===== src/rtl/rtc_cal_pkg.sv =====
package rtc_cal_pkg;

    localparam int NUM_FIELDS = 7;

    // Field indices, also the register addresses.
    localparam int IDX_SEC   = 0;
    localparam int IDX_MIN   = 1;
    localparam int IDX_HOUR  = 2;
    localparam int IDX_WDAY  = 3;
    localparam int IDX_DATE  = 4;
    localparam int IDX_MONTH = 5;
    localparam int IDX_YEAR  = 6;

    typedef enum logic [2:0] {
        ADDR_SEC   = 3'd0,
        ADDR_MIN   = 3'd1,
        ADDR_HOUR  = 3'd2,
        ADDR_WDAY  = 3'd3,
        ADDR_DATE  = 3'd4,
        ADDR_MONTH = 3'd5,
        ADDR_YEAR  = 3'd6,
        ADDR_SPARE = 3'd7
    } reg_addr_e;

    // Stored bits per field.
    function automatic int field_width(input int idx);
        case (idx)
            IDX_SEC, IDX_MIN:   return 7;
            IDX_HOUR, IDX_DATE: return 6;
            IDX_WDAY:           return 3;
            IDX_MONTH:          return 5;
            default:            return 8;
        endcase
    endfunction

    // Value a field restarts at after its wrap.
    function automatic logic [7:0] field_first(input int idx);
        case (idx)
            IDX_DATE, IDX_MONTH: return 8'h01;
            default:             return 8'h00;
        endcase
    endfunction

    // Last legal value of a field (date is replaced at run time).
    function automatic logic [7:0] field_last(input int idx);
        case (idx)
            IDX_SEC, IDX_MIN: return 8'h59;
            IDX_HOUR:         return 8'h23;
            IDX_WDAY:         return 8'h06;
            IDX_DATE:         return 8'h31;
            IDX_MONTH:        return 8'h12;
            default:          return 8'h99;
        endcase
    endfunction

    // A BCD year is a multiple of four when an even tens digit meets
    // a units digit of 0/4/8, or an odd tens digit meets 2/6.
    function automatic logic is_leap_bcd(input logic [7:0] yr);
        if (!yr[4]) return (yr[3:0] == 4'd0) || (yr[3:0] == 4'd4) || (yr[3:0] == 4'd8);
        else        return (yr[3:0] == 4'd2) || (yr[3:0] == 4'd6);
    endfunction

    function automatic logic [7:0] month_days(input logic [7:0] mo, input logic [7:0] yr);
        case (mo)
            8'h02:                      return is_leap_bcd(yr) ? 8'h29 : 8'h28;
            8'h04, 8'h06, 8'h09, 8'h11: return 8'h30;
            default:                    return 8'h31;
        endcase
    endfunction

    // One BCD increment with wrap; any value at or past the limit restarts.
    function automatic logic [7:0] bcd_step(input logic [7:0] v,
                                            input logic [7:0] last,
                                            input logic [7:0] first);
        if (v >= last)              return first;
        else if (v[3:0] >= 4'd9)    return {v[7:4] + 4'd1, 4'd0};
        else                        return v + 8'd1;
    endfunction

endpackage


===== src/rtl/rtc_prescaler.sv =====
module rtc_prescaler #(
    parameter int W = 6
) (
    input  logic clk,
    input  logic rst,
    input  logic strobe,
    input  logic hold,
    input  logic clear,
    output logic tick
);
    localparam logic [W-1:0] HALF_M1 = W'((1 << (W - 1)) - 1);

    logic [W-1:0] cnt;

    // The second fires as the count crosses its midpoint, so a fresh
    // start from zero waits half a period and every later one a full period.
    assign tick = strobe && !hold && !clear && (cnt == HALF_M1);

    always_ff @(posedge clk) begin
        if (rst || hold || clear) begin
            cnt <= '0;
        end else if (strobe) begin
            cnt <= cnt + W'(1);
        end
    end
endmodule


===== src/rtl/rtc_bcd_field.sv =====
module rtc_bcd_field
    import rtc_cal_pkg::*;
#(
    parameter int         W     = 8,
    parameter logic [7:0] FIRST = 8'h00
) (
    input  logic         clk,
    input  logic         rst,
    input  logic         load,
    input  logic [W-1:0] load_val,
    input  logic         step,
    input  logic [7:0]   last,
    output logic [W-1:0] value
);
    logic [7:0] wide;
    assign wide = 8'(value);

    always_ff @(posedge clk) begin
        if (rst) begin
            value <= W'(FIRST);
        end else if (load) begin
            value <= load_val;
        end else if (step) begin
            value <= W'(bcd_step(wide, last, FIRST));
        end
    end
endmodule


===== src/rtl/bcd_calendar_top.sv =====
module bcd_calendar_top
    import rtc_cal_pkg::*;
#(
    parameter int PRESC_W = 6
) (
    input  logic       clk,
    input  logic       rst,
    input  logic       tick64,
    input  logic       stop,
    input  logic       osc_fail,
    input  logic       wr_en,
    input  logic [2:0] wr_addr,
    input  logic [7:0] wr_data,
    input  logic [2:0] rd_addr,
    output logic [7:0] rd_data
);
    logic                  sec_tick;
    logic [7:0]            fld  [NUM_FIELDS];
    logic [7:0]            last [NUM_FIELDS];
    logic [NUM_FIELDS-1:0] step;
    logic                  c_sec, c_min, c_hour, c_date, c_month, c_year;
    logic                  century_q;
    logic                  fail_q;

    rtc_prescaler #(.W(PRESC_W)) u_presc (
        .clk    (clk),
        .rst    (rst),
        .strobe (tick64),
        .hold   (stop),
        .clear  (wr_en),
        .tick   (sec_tick)
    );

    always_comb begin
        for (int i = 0; i < NUM_FIELDS; i++) begin
            last[i] = field_last(i);
        end
        last[IDX_DATE] = month_days(fld[IDX_MONTH], fld[IDX_YEAR]);
    end

    // Ripple of carries; each compares the registered field with its limit.
    assign c_sec   = sec_tick && (fld[IDX_SEC]   >= last[IDX_SEC]);
    assign c_min   = c_sec    && (fld[IDX_MIN]   >= last[IDX_MIN]);
    assign c_hour  = c_min    && (fld[IDX_HOUR]  >= last[IDX_HOUR]);
    assign c_date  = c_hour   && (fld[IDX_DATE]  >= last[IDX_DATE]);
    assign c_month = c_date   && (fld[IDX_MONTH] >= last[IDX_MONTH]);
    assign c_year  = c_month  && (fld[IDX_YEAR]  >= last[IDX_YEAR]);

    assign step = {c_month, c_date, c_hour, c_hour, c_min, c_sec, sec_tick};

    for (genvar gi = 0; gi < NUM_FIELDS; gi++) begin : g_field
        localparam int FW = field_width(gi);
        logic [FW-1:0] q;
        rtc_bcd_field #(.W(FW), .FIRST(field_first(gi))) u_field (
            .clk      (clk),
            .rst      (rst),
            .load     (wr_en && (wr_addr == 3'(gi))),
            .load_val (wr_data[FW-1:0]),
            .step     (step[gi]),
            .last     (last[gi]),
            .value    (q)
        );
        assign fld[gi] = 8'(q);
    end

    always_ff @(posedge clk) begin
        if (rst) begin
            century_q <= 1'b0;
            fail_q    <= 1'b1;
        end else begin
            if (wr_en && (wr_addr == ADDR_MONTH)) begin
                century_q <= wr_data[7];
            end else if (c_year) begin
                century_q <= ~century_q;
            end
            if (osc_fail) begin
                fail_q <= 1'b1;
            end else if (wr_en && (wr_addr == ADDR_SEC) && !wr_data[7]) begin
                fail_q <= 1'b0;
            end
        end
    end

    always_comb begin
        case (rd_addr)
            ADDR_SEC:   rd_data = {fail_q, fld[IDX_SEC][6:0]};
            ADDR_MIN:   rd_data = fld[IDX_MIN];
            ADDR_HOUR:  rd_data = fld[IDX_HOUR];
            ADDR_WDAY:  rd_data = fld[IDX_WDAY];
            ADDR_DATE:  rd_data = fld[IDX_DATE];
            ADDR_MONTH: rd_data = {century_q, 2'b00, fld[IDX_MONTH][4:0]};
            ADDR_YEAR:  rd_data = fld[IDX_YEAR];
            default:    rd_data = 8'h00;
        endcase
    end
endmodule


===== config.mk =====
export PLATFORM = sky130hd
export DESIGN_NAME = bcd_calendar_top
export DESIGN_NICKNAME = d
export VERILOG_FILES = /design/src/rtl/rtc_cal_pkg.sv /design/src/rtl/rtc_prescaler.sv /design/src/rtl/rtc_bcd_field.sv /design/src/rtl/bcd_calendar_top.sv
export SDC_FILE = /design/constraint.sdc
export NUM_CORES = 1
export LEC_CHECK = 0
export ABC_AREA = 1
export ABC_CLOCK_PERIOD_IN_PS = 3100
export CAP_MARGIN = 5
export CORE_MARGIN = 5
export CORE_UTILIZATION = 30
export CTS_BUF_LIST = sky130_fd_sc_hd__clkbuf_8
export DETAILED_ROUTE_END_ITERATION = 8
export PLACE_DENSITY = 0.54
export SKIP_CTS_REPAIR_TIMING = 1
export SLEW_MARGIN = 20
export SYNTH_ARGS = -nofsm -noshare
export SYNTH_HDL_FRONTEND = slang
export SYNTH_HIERARCHICAL = 1
export SYNTH_SLANG_ARGS = --single-unit
export TNS_END_PERCENT = 1

===== constraint.sdc =====
create_clock -name clk -period 3.1 [get_ports clk]
set_input_delay 0.62 -clock clk [delete_from_list [all_inputs] [get_ports clk]]
set_output_delay 0.62 -clock clk [all_outputs]
set_load 0.02 [all_outputs]

# After elaboration in Yosys (flattened, before gate mapping)
# Cells that the tools add are included.
[op_classes] n_addsub=14 magnitude_cmp=14 n_eq_ne=22 muxes=35 n_bitwise=1 reduce_logical=38
[ops] op="two-way mux 7 bit" n=8
[ops] op="case mux 8 bit (7 select lines)" n=1
[ops] op="two-way mux 6 bit" n=8
[ops] op="two-way mux 8 bit" n=4
[ops] op=">= comparator 4 bit (second input constant)" n=6
[ops] op="two-way mux 5 bit" n=4
[ops] op="adder 6 x 1 -> 6 bit (second input constant)" n=3
[ops] op="equality test 3 bit (second input constant)" n=6
[ops] op="logical AND 1 bit" n=17
[ops] op="nonzero test 2 bit" n=8
[ops] op="adder 7 x 1 -> 7 bit (second input constant)" n=2
[ops] op=">= comparator 7 bit (second input constant)" n=2
[ops] op="equality test 3 x 2 -> 1 bit (second input constant)" n=4
[ops] op="two-way mux 3 bit" n=4
[ops] op="equality test 5 x 3 -> 1 bit (second input constant)" n=2
[ops] op="case mux 5 bit (2 select lines)" n=1
[ops] op="adder 3 x 1 -> 3 bit (second input constant)" n=3
[ops] op="adder 8 x 1 -> 8 bit (second input constant)" n=1
[ops] op="equality test 4 x 3 -> 1 bit (second input constant)" n=2
[ops] op=">= comparator 8 bit (second input constant)" n=1
[ops] op="equality test 3 x 1 -> 1 bit (second input constant)" n=2
[ops] op="equality test 6 x 5 -> 1 bit (second input constant)" n=1
[ops] op=">= comparator 6 bit" n=1
[ops] op=">= comparator 6 bit (second input constant)" n=1
[ops] op="other kinds (20)" n=32
[totals] register_bits=50 out_inout_bits=8 elab_cells=134

# Depth between registers and ports, before layout
# Gate-level depths: netlist (run 1).
[logic_depth] depth_word=13 mapped_depth=20

# Cells and area by module
# The synthesis (run 1) kept the hierarchy.
[modules_own_cells] module="rtc_bcd_field (g_field[0].u_field ...)" n_inst=2 cells_each=98 area_each_um2=701.9 seq_area_each_um2=140.1
[modules_own_cells] module="bcd_calendar_top" n_inst=1 cells_each=165 area_each_um2=860.8 seq_area_each_um2=40.0
[modules_own_cells] module="rtc_bcd_field (g_field[6].u_field)" n_inst=1 cells_each=125 area_each_um2=850.8 seq_area_each_um2=160.2
[modules_own_cells] module="rtc_bcd_field (g_field[4].u_field)" n_inst=1 cells_each=103 area_each_um2=705.7 seq_area_each_um2=120.1
[modules_own_cells] module="rtc_bcd_field (g_field[2].u_field)" n_inst=1 cells_each=90 area_each_um2=620.6 seq_area_each_um2=120.1
[modules_own_cells] module="rtc_bcd_field (g_field[5].u_field)" n_inst=1 cells_each=71 area_each_um2=504.2 seq_area_each_um2=100.1
[modules_own_cells] module="rtc_prescaler" n_inst=1 cells_each=41 area_each_um2=291.5 seq_area_each_um2=120.1
[modules_own_cells] module="rtc_bcd_field (g_field[3].u_field)" n_inst=1 cells_each=44 area_each_um2=284.0 seq_area_each_um2=60.1

# Least setup slack after synthesis (run 1)
# Ideal clock, no wire load.
[synth_timing] kind="input-to-reg" start="input tick64" end="register g_field[6].u_field.value[5]" t_arrival_ns=2.304 required_time_ns=3.036 setup_slack_ns=0.732 stages=17 n_path_buf=0 path_cell_list="nand2_1 nor2_2 nand2_1 nor3_2 nand2_1 inv_2 nand3_2 nor2_4 and3_2 nor2_8 nor2_8 nand2_4 nand2_1 nand2_1 nor2_1 nor2_1 nor2_1"
[synth_via] elab_chain_cells=9
[synth_lines] item="start, declared" line="bcd_calendar_top.sv:8" text="input logic tick64,"
[synth_lines] item="logical AND 1 bit (3 in series)" line="rtc_prescaler.sv:17" text="assign tick = strobe && !hold && !clear && (cnt == HALF_M1);"
[synth_lines] item="via sec_tick" line="bcd_calendar_top.sv:17" text="logic sec_tick;"
[synth_lines] item="logical AND 1 bit" line="bcd_calendar_top.sv:42" text="assign c_sec = sec_tick && (fld[IDX_SEC] >= last[IDX_SEC]);"
[synth_lines] item="logical AND 1 bit" line="bcd_calendar_top.sv:43" text="assign c_min = c_sec && (fld[IDX_MIN] >= last[IDX_MIN]);"
[synth_lines] item="logical AND 1 bit" line="bcd_calendar_top.sv:44" text="assign c_hour = c_min && (fld[IDX_HOUR] >= last[IDX_HOUR]);"
[synth_lines] item="via c_hour" line="bcd_calendar_top.sv:21" text="logic c_sec, c_min, c_hour, c_date, c_month, c_year;"
[synth_lines] item="logical AND 1 bit" line="bcd_calendar_top.sv:45" text="assign c_date = c_hour && (fld[IDX_DATE] >= last[IDX_DATE]);"
[synth_lines] item="logical AND 1 bit" line="bcd_calendar_top.sv:46" text="assign c_month = c_date && (fld[IDX_MONTH] >= last[IDX_MONTH]);"
[synth_lines] item="via c_month" line="bcd_calendar_top.sv:21"
[synth_lines] item="nonzero test 2 bit (no line)"
[synth_lines] item="end signal, assigned" line="rtc_bcd_field.sv:20" text="value <= W'(FIRST);"
[synth_lines] item="end signal, assigned" line="rtc_bcd_field.sv:22" text="value <= load_val;"
[synth_lines] item="end signal, assigned" line="rtc_bcd_field.sv:24" text="value <= W'(bcd_step(wide, last, FIRST));"
[synth_lines] item="end, declared" line="rtc_bcd_field.sv:13" text="output logic [W-1:0] value"
# The timed path passes the listed nets, and every way through them passes these cells.
# A chain may end at the register's enable or synchronous reset.

# Worst setup path after layout (run 1)
[layout_timing] start="input rd_addr[1]" end="output rd_data[5]"
[layout_via] elab_chain_cells=2 word_cells_on_any_way=8
[layout_lines] item="start, declared" line="bcd_calendar_top.sv:14" text="input logic [2:0] rd_addr,"
[layout_lines] item="equality test 3 bit (tied with other cells)" line="bcd_calendar_top.sv:85" text="case (rd_addr)"
[layout_lines] item="case mux 8 bit (7 select lines) *" line="bcd_calendar_top.sv:85"
[layout_lines] item="end, declared" line="bcd_calendar_top.sv:15" text="output logic [7:0] rd_data"
# Every way passes the cells marked *; elsewhere a longest branch is shown, timed or not.

==> run_results.csv, run 1 <==
group,metric,value,unit
power,p_per_area,229,nW/µm²
layout,drive_above_1_share,13.2,%
min_path,hp-class,"reg2reg",
grt,busiest_layer,"met2",
routing,routedWlPerCell,12.1,µm
clock_network,clockBufferDepth,2,
grt,grt_antenna_before_repair,0,
critical_path,slowest_stage,"clkdlybuf4s50_1",
logic_synthesis,ys_seq_area_share,18.1,%
placed_design,gp_congestion,0.832,
sta,max_slew_margin,53.1,%
grt,track_usage,13.4,%
logic_synthesis,synthCells,835,
floorplan,die_w,146,µm
sta,fmax,0.310,GHz
power,worst_ir_drop_vdd,0.000123,V
logic_synthesis,synth_seq_cells,50,
logic_synthesis,synth_area_per_cell,6.61,µm²
critical_path,cp-end-kind,"output port",
layout,syn2layout_area_growth,18.4,%
critical_path,crit_path_start,"rd_addr[1]",
job,cap_viol_max_count,0,
status,violations,"setup timing",
placed_design,dp.final_hpwl,11500,µm
grt,grt_remaining_overflow,0,
logic_synthesis,yosys_warnings,6,
critical_path,critical_path_required,2.48,ns
power,combPwrFrac,22.2,%
floorplan,core-area,18000,µm²
logic_synthesis,ys.flop_type,"dfxtp_1",
power,power.internal,1.03,mW
min_path,hp-start,"fail_q",
floorplan,ios,28,
sta,timing.final.hold_violations,0,
grt,use_met2,23.3,%
power,leakage,3.29,nW
logic_synthesis,synth_top_area_cell,"dfxtp_1",
power,pwr-share-clk,31.7,%
floorplan,die_h,146,µm
layout,nNetsFinal,1032,
logic_synthesis,netlist_top_cells_area,"dfxtp_1 (18%), ha_1 (15%), nand2_1 (13%), inv_1 (9.4%), a22oi_1 (5.2%)",
clock_network,path_clk_slew,0.09,ns
layout,multi_input_area,4010,µm²
sta,fin_crit_sh,104,%
floorplan,start_util,30.6,%
sta,layout_min_cycle_time,3.22,ns
logic_synthesis,synth_cell_types,57,
clock_network,clkLatencyLatePin,0.32,ns
routing,drtAntennaViolNets,0,
grt,grt_use_met1,18.1,%
critical_path,r2r-start,"g_field[5].u_field/value[2]",
clock_network,cts_tree,"built",
layout,insertedDiodeCount,0,
power,power.total,1.49,mW
sta,hold_slack,0.485,ns
status,status,"complete, but fails checks",
critical_path,crit_fanout,5,
clock_network,cts_made_buffers,5,
critical_path,cpPeakStageDelay,0.59,ns
layout,nFillCells,2005,
layout,final-seq-area,1000,µm²
critical_path,critical_path_class,"in2out",
routing,drt_pass1_iterations,4,
routing,drt-total-wl,14300,µm
routing,vias_per_cell,4.49,
clock_network,htree_num_levels,2,
grt,globalRouteMet3Util,1.87,%
critical_path,critPathArrivalTime,2.60,ns
critical_path,crit_chain,"clkdlybuf4s50_1 -> inv_2 -> nor3_2 -> nand2_1 -> o21ai_1 -> a221oi_1 -> o21ai_1 -> buf_4 -> clkdlybuf4s50_1",
power,pwr-share-seq,46.1,%
clock_network,cts_root_buf,"clkbuf_8",
sta,slew_viol_final,0,
placed_design,io_buffer_count,27,
power,switchingPower,0.465,mW
sta,skew,0.00773,ns
sta,setup_slack,-0.124,ns
grt,grt_max_degree,27,
logic_synthesis,synth-edff-count,0,
sta,setup_viol,1,
floorplan,num_rows,49,
logic_synthesis,async_flop_share,0,%
logic_synthesis,synth.top_cell.area_share,18.1,%
logic_synthesis,netlist_area,5520,µm²
routing,vias,5266,
clock_network,cts_sinks,50,
power,swShare,31.2,%
critical_path,startpoint_type,"primary input",
sta,grt_setup_unrepaired,"yes",
grt,grt_pass1_vias,4906,
routing,drc,0,
floorplan,die_area,21200,µm²
routing,drt_iter0_markers,299,
grt,grt_pass1_wl,24100,µm
sta,worstMarginPinSlew,0.701,ns
[sequential cells by signal, summed over array words and instances (netlist names)]
name                   cells
g_field.u_field/value     42
u_presc/cnt                6
fail_q                     1
century_q                  1
[metrics by stage]
step	TNS, ns	instances	instance area (µm²)	utilization, %	worst slack (ns)
after global routing	-0.229	1174	6540	36.3	-0.229
after floorplan	0	890	5730	-	0.732
after detailed placement	-0.701	1166	6400	35.5	-0.137
final	-0.124	1174	6540	36.3	-0.124
after global placement	-0.596	1166	6400	35.5	-0.124
after CTS	-0.722	1174	6510	36.1	-0.139
[placed cells by master, fill, tap and decap left out, types with 7 or more instances in the layout]
cell,instances
conb_1,57
nand4_1,29
nor2_4,11
inv_2,22
nor2_1,72
a21oi_1,50
nand2_1,187
ha_1,68
dlymetal6s2s_1,8
nand2_2,12
nand3_1,37
nor2_2,7
buf_4,28
o21ai_0,11
dfxtp_1,50
a22oi_1,38
clkdlybuf4s50_1,18
xor2_1,9
xnor2_1,7
inv_1,139
o21ai_1,9
[critical path: cells and delay by family]
family                 cells  cell delay (ns)
AOI/OAI and AO/OA          3             0.24
buffers and inverters      4             1.37
and+or+nand+nor            2             0.36
[logic make-up after synthesis]
group,after synthesis,share of synthesized area [%]
compound gates,136,16.3
xor+xnor,16,2.54
fa+ha+maj,68,15.4
buf+inv,175,13.0
flops,50,18.1
mux,1,0.181
other cells,2,0.136
simple gates,387,34.4
[routing by layer]
layer  vias up  share of wire, %  wire, µm
met5         -                 0         0
met4         0              0.55        79
met3         7               3.3       473
met2        64                47      6760
met1      2314                49      6950
li1       2881                 -         -
[power by group through the flow]
stage	registers, mW	logic [mW]	clock network [mW]
6_report	0.689	0.332	0.473
5_1_grt	0.693	0.383	0.515
4_1_cts	0.689	0.334	0.493
3_5_place_dp	0.704	0.332	0
3_3_place_gp	0.704	0.330	0
2_1_floorplan	0.693	0.224	0
[Yosys cell counts, drive strengths merged (2+ instances only)]
cell type    n
dfxtp       50
nand2      202
a21boi       2
xnor2        7
conb         2
xor2         9
nor3        11
and3         2
inv        163
ha          68
o22ai        4
o21a         2
nor2        92
nand4       30
nor3b        3
clkinv       4
a22oi       38
a21oi       56
o21ai       22
a221oi       4
and2         2
nand3       40
buf          7
nand3b       4
[area by class of cell]
type                       instances  share of cell area, %
clock inverter                     3                  0.613
sequential                        50                   15.3
multi-input combinational        665                   61.4
inverter                         167                   9.67
timing repair buffer              55                   7.58
clock buffer                       5                   1.05
tap                              229                   4.38
[path summary, 6_finish.rpt]
path | slack [ns] | cells after the start | endpoint
worst max-delay path | -0.12 | 9 | rd_data[5]
worst min-delay path | 0.48 | 2 | fail_q
worst max register to register | 0.41 | 16 | g_field[6].u_field/value[5]
worst min register to register | 0.48 | 2 | fail_q
Note: power is estimated with default switching activity, not from simulation.
==> run 2, diff against run 1 <==
--- a/config.mk
+++ b/config.mk
@@ -8,13 +8,11 @@
 export ABC_AREA = 1
 export ABC_CLOCK_PERIOD_IN_PS = 3100
 export CAP_MARGIN = 5
-export CORE_MARGIN = 5
 export CORE_UTILIZATION = 30
 export CTS_BUF_LIST = sky130_fd_sc_hd__clkbuf_8
 export DETAILED_ROUTE_END_ITERATION = 8
 export PLACE_DENSITY = 0.54
 export SKIP_CTS_REPAIR_TIMING = 1
-export SLEW_MARGIN = 20
 export SYNTH_ARGS = -nofsm -noshare
 export SYNTH_HDL_FRONTEND = slang
 export SYNTH_HIERARCHICAL = 1
==> run 2 against run 1 <==
- the flow now finishes without violations
- sequential power hardly changed
- global-route usage increased by 2.6 points
- clock power up 4%
- final cell count down 0.34%
- register-to-register slack worse by 0.04 ns
- non-clock buffer count shrank 3
- design area fell by 0.33%
- critical path depth fell by 3
- core utilization down 0.12 points
- routed wire length about the same
- die area decreased by 11%
- critical endpoint is now rd_data[2]
- largest cell class unchanged
- highest routed layer unchanged
==> run_results.csv, run 2 (synthesis results as in run 1) <==
group,metric,value,unit
floorplan,die_area,19000,µm²
clock_network,cts_made_buffers,5,
sta,setup_slack,0.216,ns
routing,drt-total-wl,14300,µm
min_path,hp-class,"reg2reg",
critical_path,crit_chain,"clkdlybuf4s50_1 -> inv_2 -> nor3_1 -> a22oi_1 -> o2111ai_1 -> dlymetal6s2s_1",
grt,grt_max_degree,26,
sta,worstMarginPinSlew,0.570,ns
critical_path,cp-end-kind,"output port",
power,combPwrFrac,22.0,%
floorplan,num_rows,49,
grt,track_usage,16.0,%
critical_path,critical_path_required,2.48,ns
sta,setup_viol,0,
clock_network,cts_sinks,50,
power,switchingPower,0.464,mW
clock_network,clkLatencyLatePin,0.32,ns
sta,skew,0.0165,ns
critical_path,slowest_stage,"clkdlybuf4s50_1",
layout,regMostFlops,"g_field.u_field/value",
layout,nFillCells,2024,
layout,insertedDiodeCount,0,
routing,drtAntennaViolNets,0,
routing,vias,5305,
power,swShare,30.6,%
routing,drt_iter0_markers,295,
layout,syn2layout_area_growth,18.0,%
floorplan,ios,28,
floorplan,core-area,18000,µm²
floorplan,die_w,138,µm
layout,multi_input_area,4010,µm²
layout,top_regs,"g_field.u_field/value (42), u_presc/cnt (6)",
clock_network,cts_tree,"built",
layout,final-seq-area,1000,µm²
critical_path,r2r_slack,0.37,ns
layout,final_common_cell,"nand2_1",
grt,grt_remaining_overflow,0,
grt,grt_pass1_wl,24000,µm
power,pwr-share-clk,32.5,%
critical_path,startpoint_type,"primary input",
routing,routedWlPerCell,12.2,µm
clock_network,clockBufferDepth,2,
power,power.total,1.51,mW
layout,drive_above_1_share,12.8,%
sta,layout_min_cycle_time,2.88,ns
grt,grt_antenna_before_repair,0,
layout,largest_register_ff_count,42,
critical_path,crit_fanout,4,
placed_design,dp.final_hpwl,11400,µm
sta,timing.final.hold_violations,0,
routing,vias_per_cell,4.53,
sta,fin_crit_sh,93.0,%
power,worst_ir_drop_vdd,0.000158,V
power,p_per_area,232,nW/µm²
clock_network,cts_root_buf,"clkbuf_8",
floorplan,die_h,138,µm
floorplan,start_util,30.6,%
critical_path,cpPeakStageDelay,0.62,ns
power,leakage,3.28,nW
job,cap_viol_max_count,0,
placed_design,placed_area,6380,µm²
status,status,"completed",
placed_design,io_buffer_count,27,
layout,nNetsFinal,1029,
routing,drc,0,
routing,drt_pass1_iterations,4,
layout,stdcell_area,6520,µm²
grt,grt_pass1_vias,4907,
placed_design,gp_congestion,0.863,
power,pwr-share-seq,45.5,%
sta,max_slew_margin,61.9,%
sta,grt_setup_unrepaired,"no",
clock_network,htree_num_levels,2,
critical_path,critical_path_class,"in2out",
clock_network,path_clk_slew,0.08,ns
placed_design,dpl_worst_slack,-0.148,ns
critical_path,critPathArrivalTime,2.26,ns
layout,final_cell_mix,"nand2_1 (187), inv_1 (139), nor2_1 (73)",
power,power.internal,1.05,mW
sta,slew_viol_final,0,
sta,setup_tns,0,ns
sta,fmax,0.347,GHz
-- run 2: cell types whose count changed in the layout (fill, tap and decap cells not counted), sizes merged --
cell | previous run | this run
clkinv | 6 | 4
buf | 29 | 26
clkbuf | 5 | 6
-- run 2: worst max-delay path, delay by kind of cell --
family                 cells  cell delay, ns
buffers and inverters      3            0.98
and+or+nand+nor            1            0.34
AOI/OAI and AO/OA          2            0.32
-- run 2: worst paths after layout --
check / from / end / depth (start not counted)
setup / recovery: rd_addr[0] / rd_data[2] / 6
hold / removal: fail_q / fail_q / 2
setup reg to reg: g_field[5].u_field/value[2] / g_field[6].u_field/value[5] / 16
hold reg to reg: fail_q / fail_q / 2
-- run 2: layout make-up --
| type | instances | share of cell area [%] |
|---|---|---|
| Multi-Input combinational cell | 665 | 61.6 |
| Sequential cell | 50 | 15.4 |
| Inverter | 167 | 9.70 |
| Timing Repair Buffer | 52 | 7.26 |
| Tap cell | 229 | 4.40 |
| Clock buffer | 6 | 1.27 |
| Clock inverter | 1 | 0.461 |
-- run 2: stage by stage --
step | utilization, % | hold slack (ns) | cells
3_3_place_gp | 35.4 | 0.478 | 1163
4_1_cts | 36.0 | 0.498 | 1170
2_1_floorplan | - | 0.444 | 890
5_1_grt | 36.1 | 0.508 | 1170
6_report | 36.1 | 0.497 | 1170
3_5_place_dp | 35.4 | 0.486 | 1163
-- run 2: power groups by stage --
stage	clock (mW)	combinational, mW	sequential (mW)
5_1_grt	0.533	0.382	0.693
6_report	0.492	0.332	0.688
2_1_floorplan	0	0.224	0.693
4_1_cts	0.515	0.333	0.689
3_5_place_dp	0	0.332	0.704
3_3_place_gp	0	0.329	0.704
-- run 2: per-layer routing --
layer  routed length, µm  up-vias  part of all wire [%]  global-route usage (%)
met1                6970     2344                    49                    21.5
li1                    -     2879                     -                       -
met2                6540       72                    46                    27.0
met5                   0        -                     0                       0
met3                 596       10                   4.2                    2.13
met4                 144        0                   1.0                    3.17
==> run 3, diff against run 2 <==
--- a/config.mk
+++ b/config.mk
@@ -7,7 +7,7 @@
 export LEC_CHECK = 0
 export ABC_AREA = 1
 export ABC_CLOCK_PERIOD_IN_PS = 3100
-export CAP_MARGIN = 5
+export CAP_MARGIN = 0
 export CORE_UTILIZATION = 30
 export CTS_BUF_LIST = sky130_fd_sc_hd__clkbuf_8
 export DETAILED_ROUTE_END_ITERATION = 8
==> results of run 3 <==
No change in the layout: final DEF, timing and power equal those of run 2.
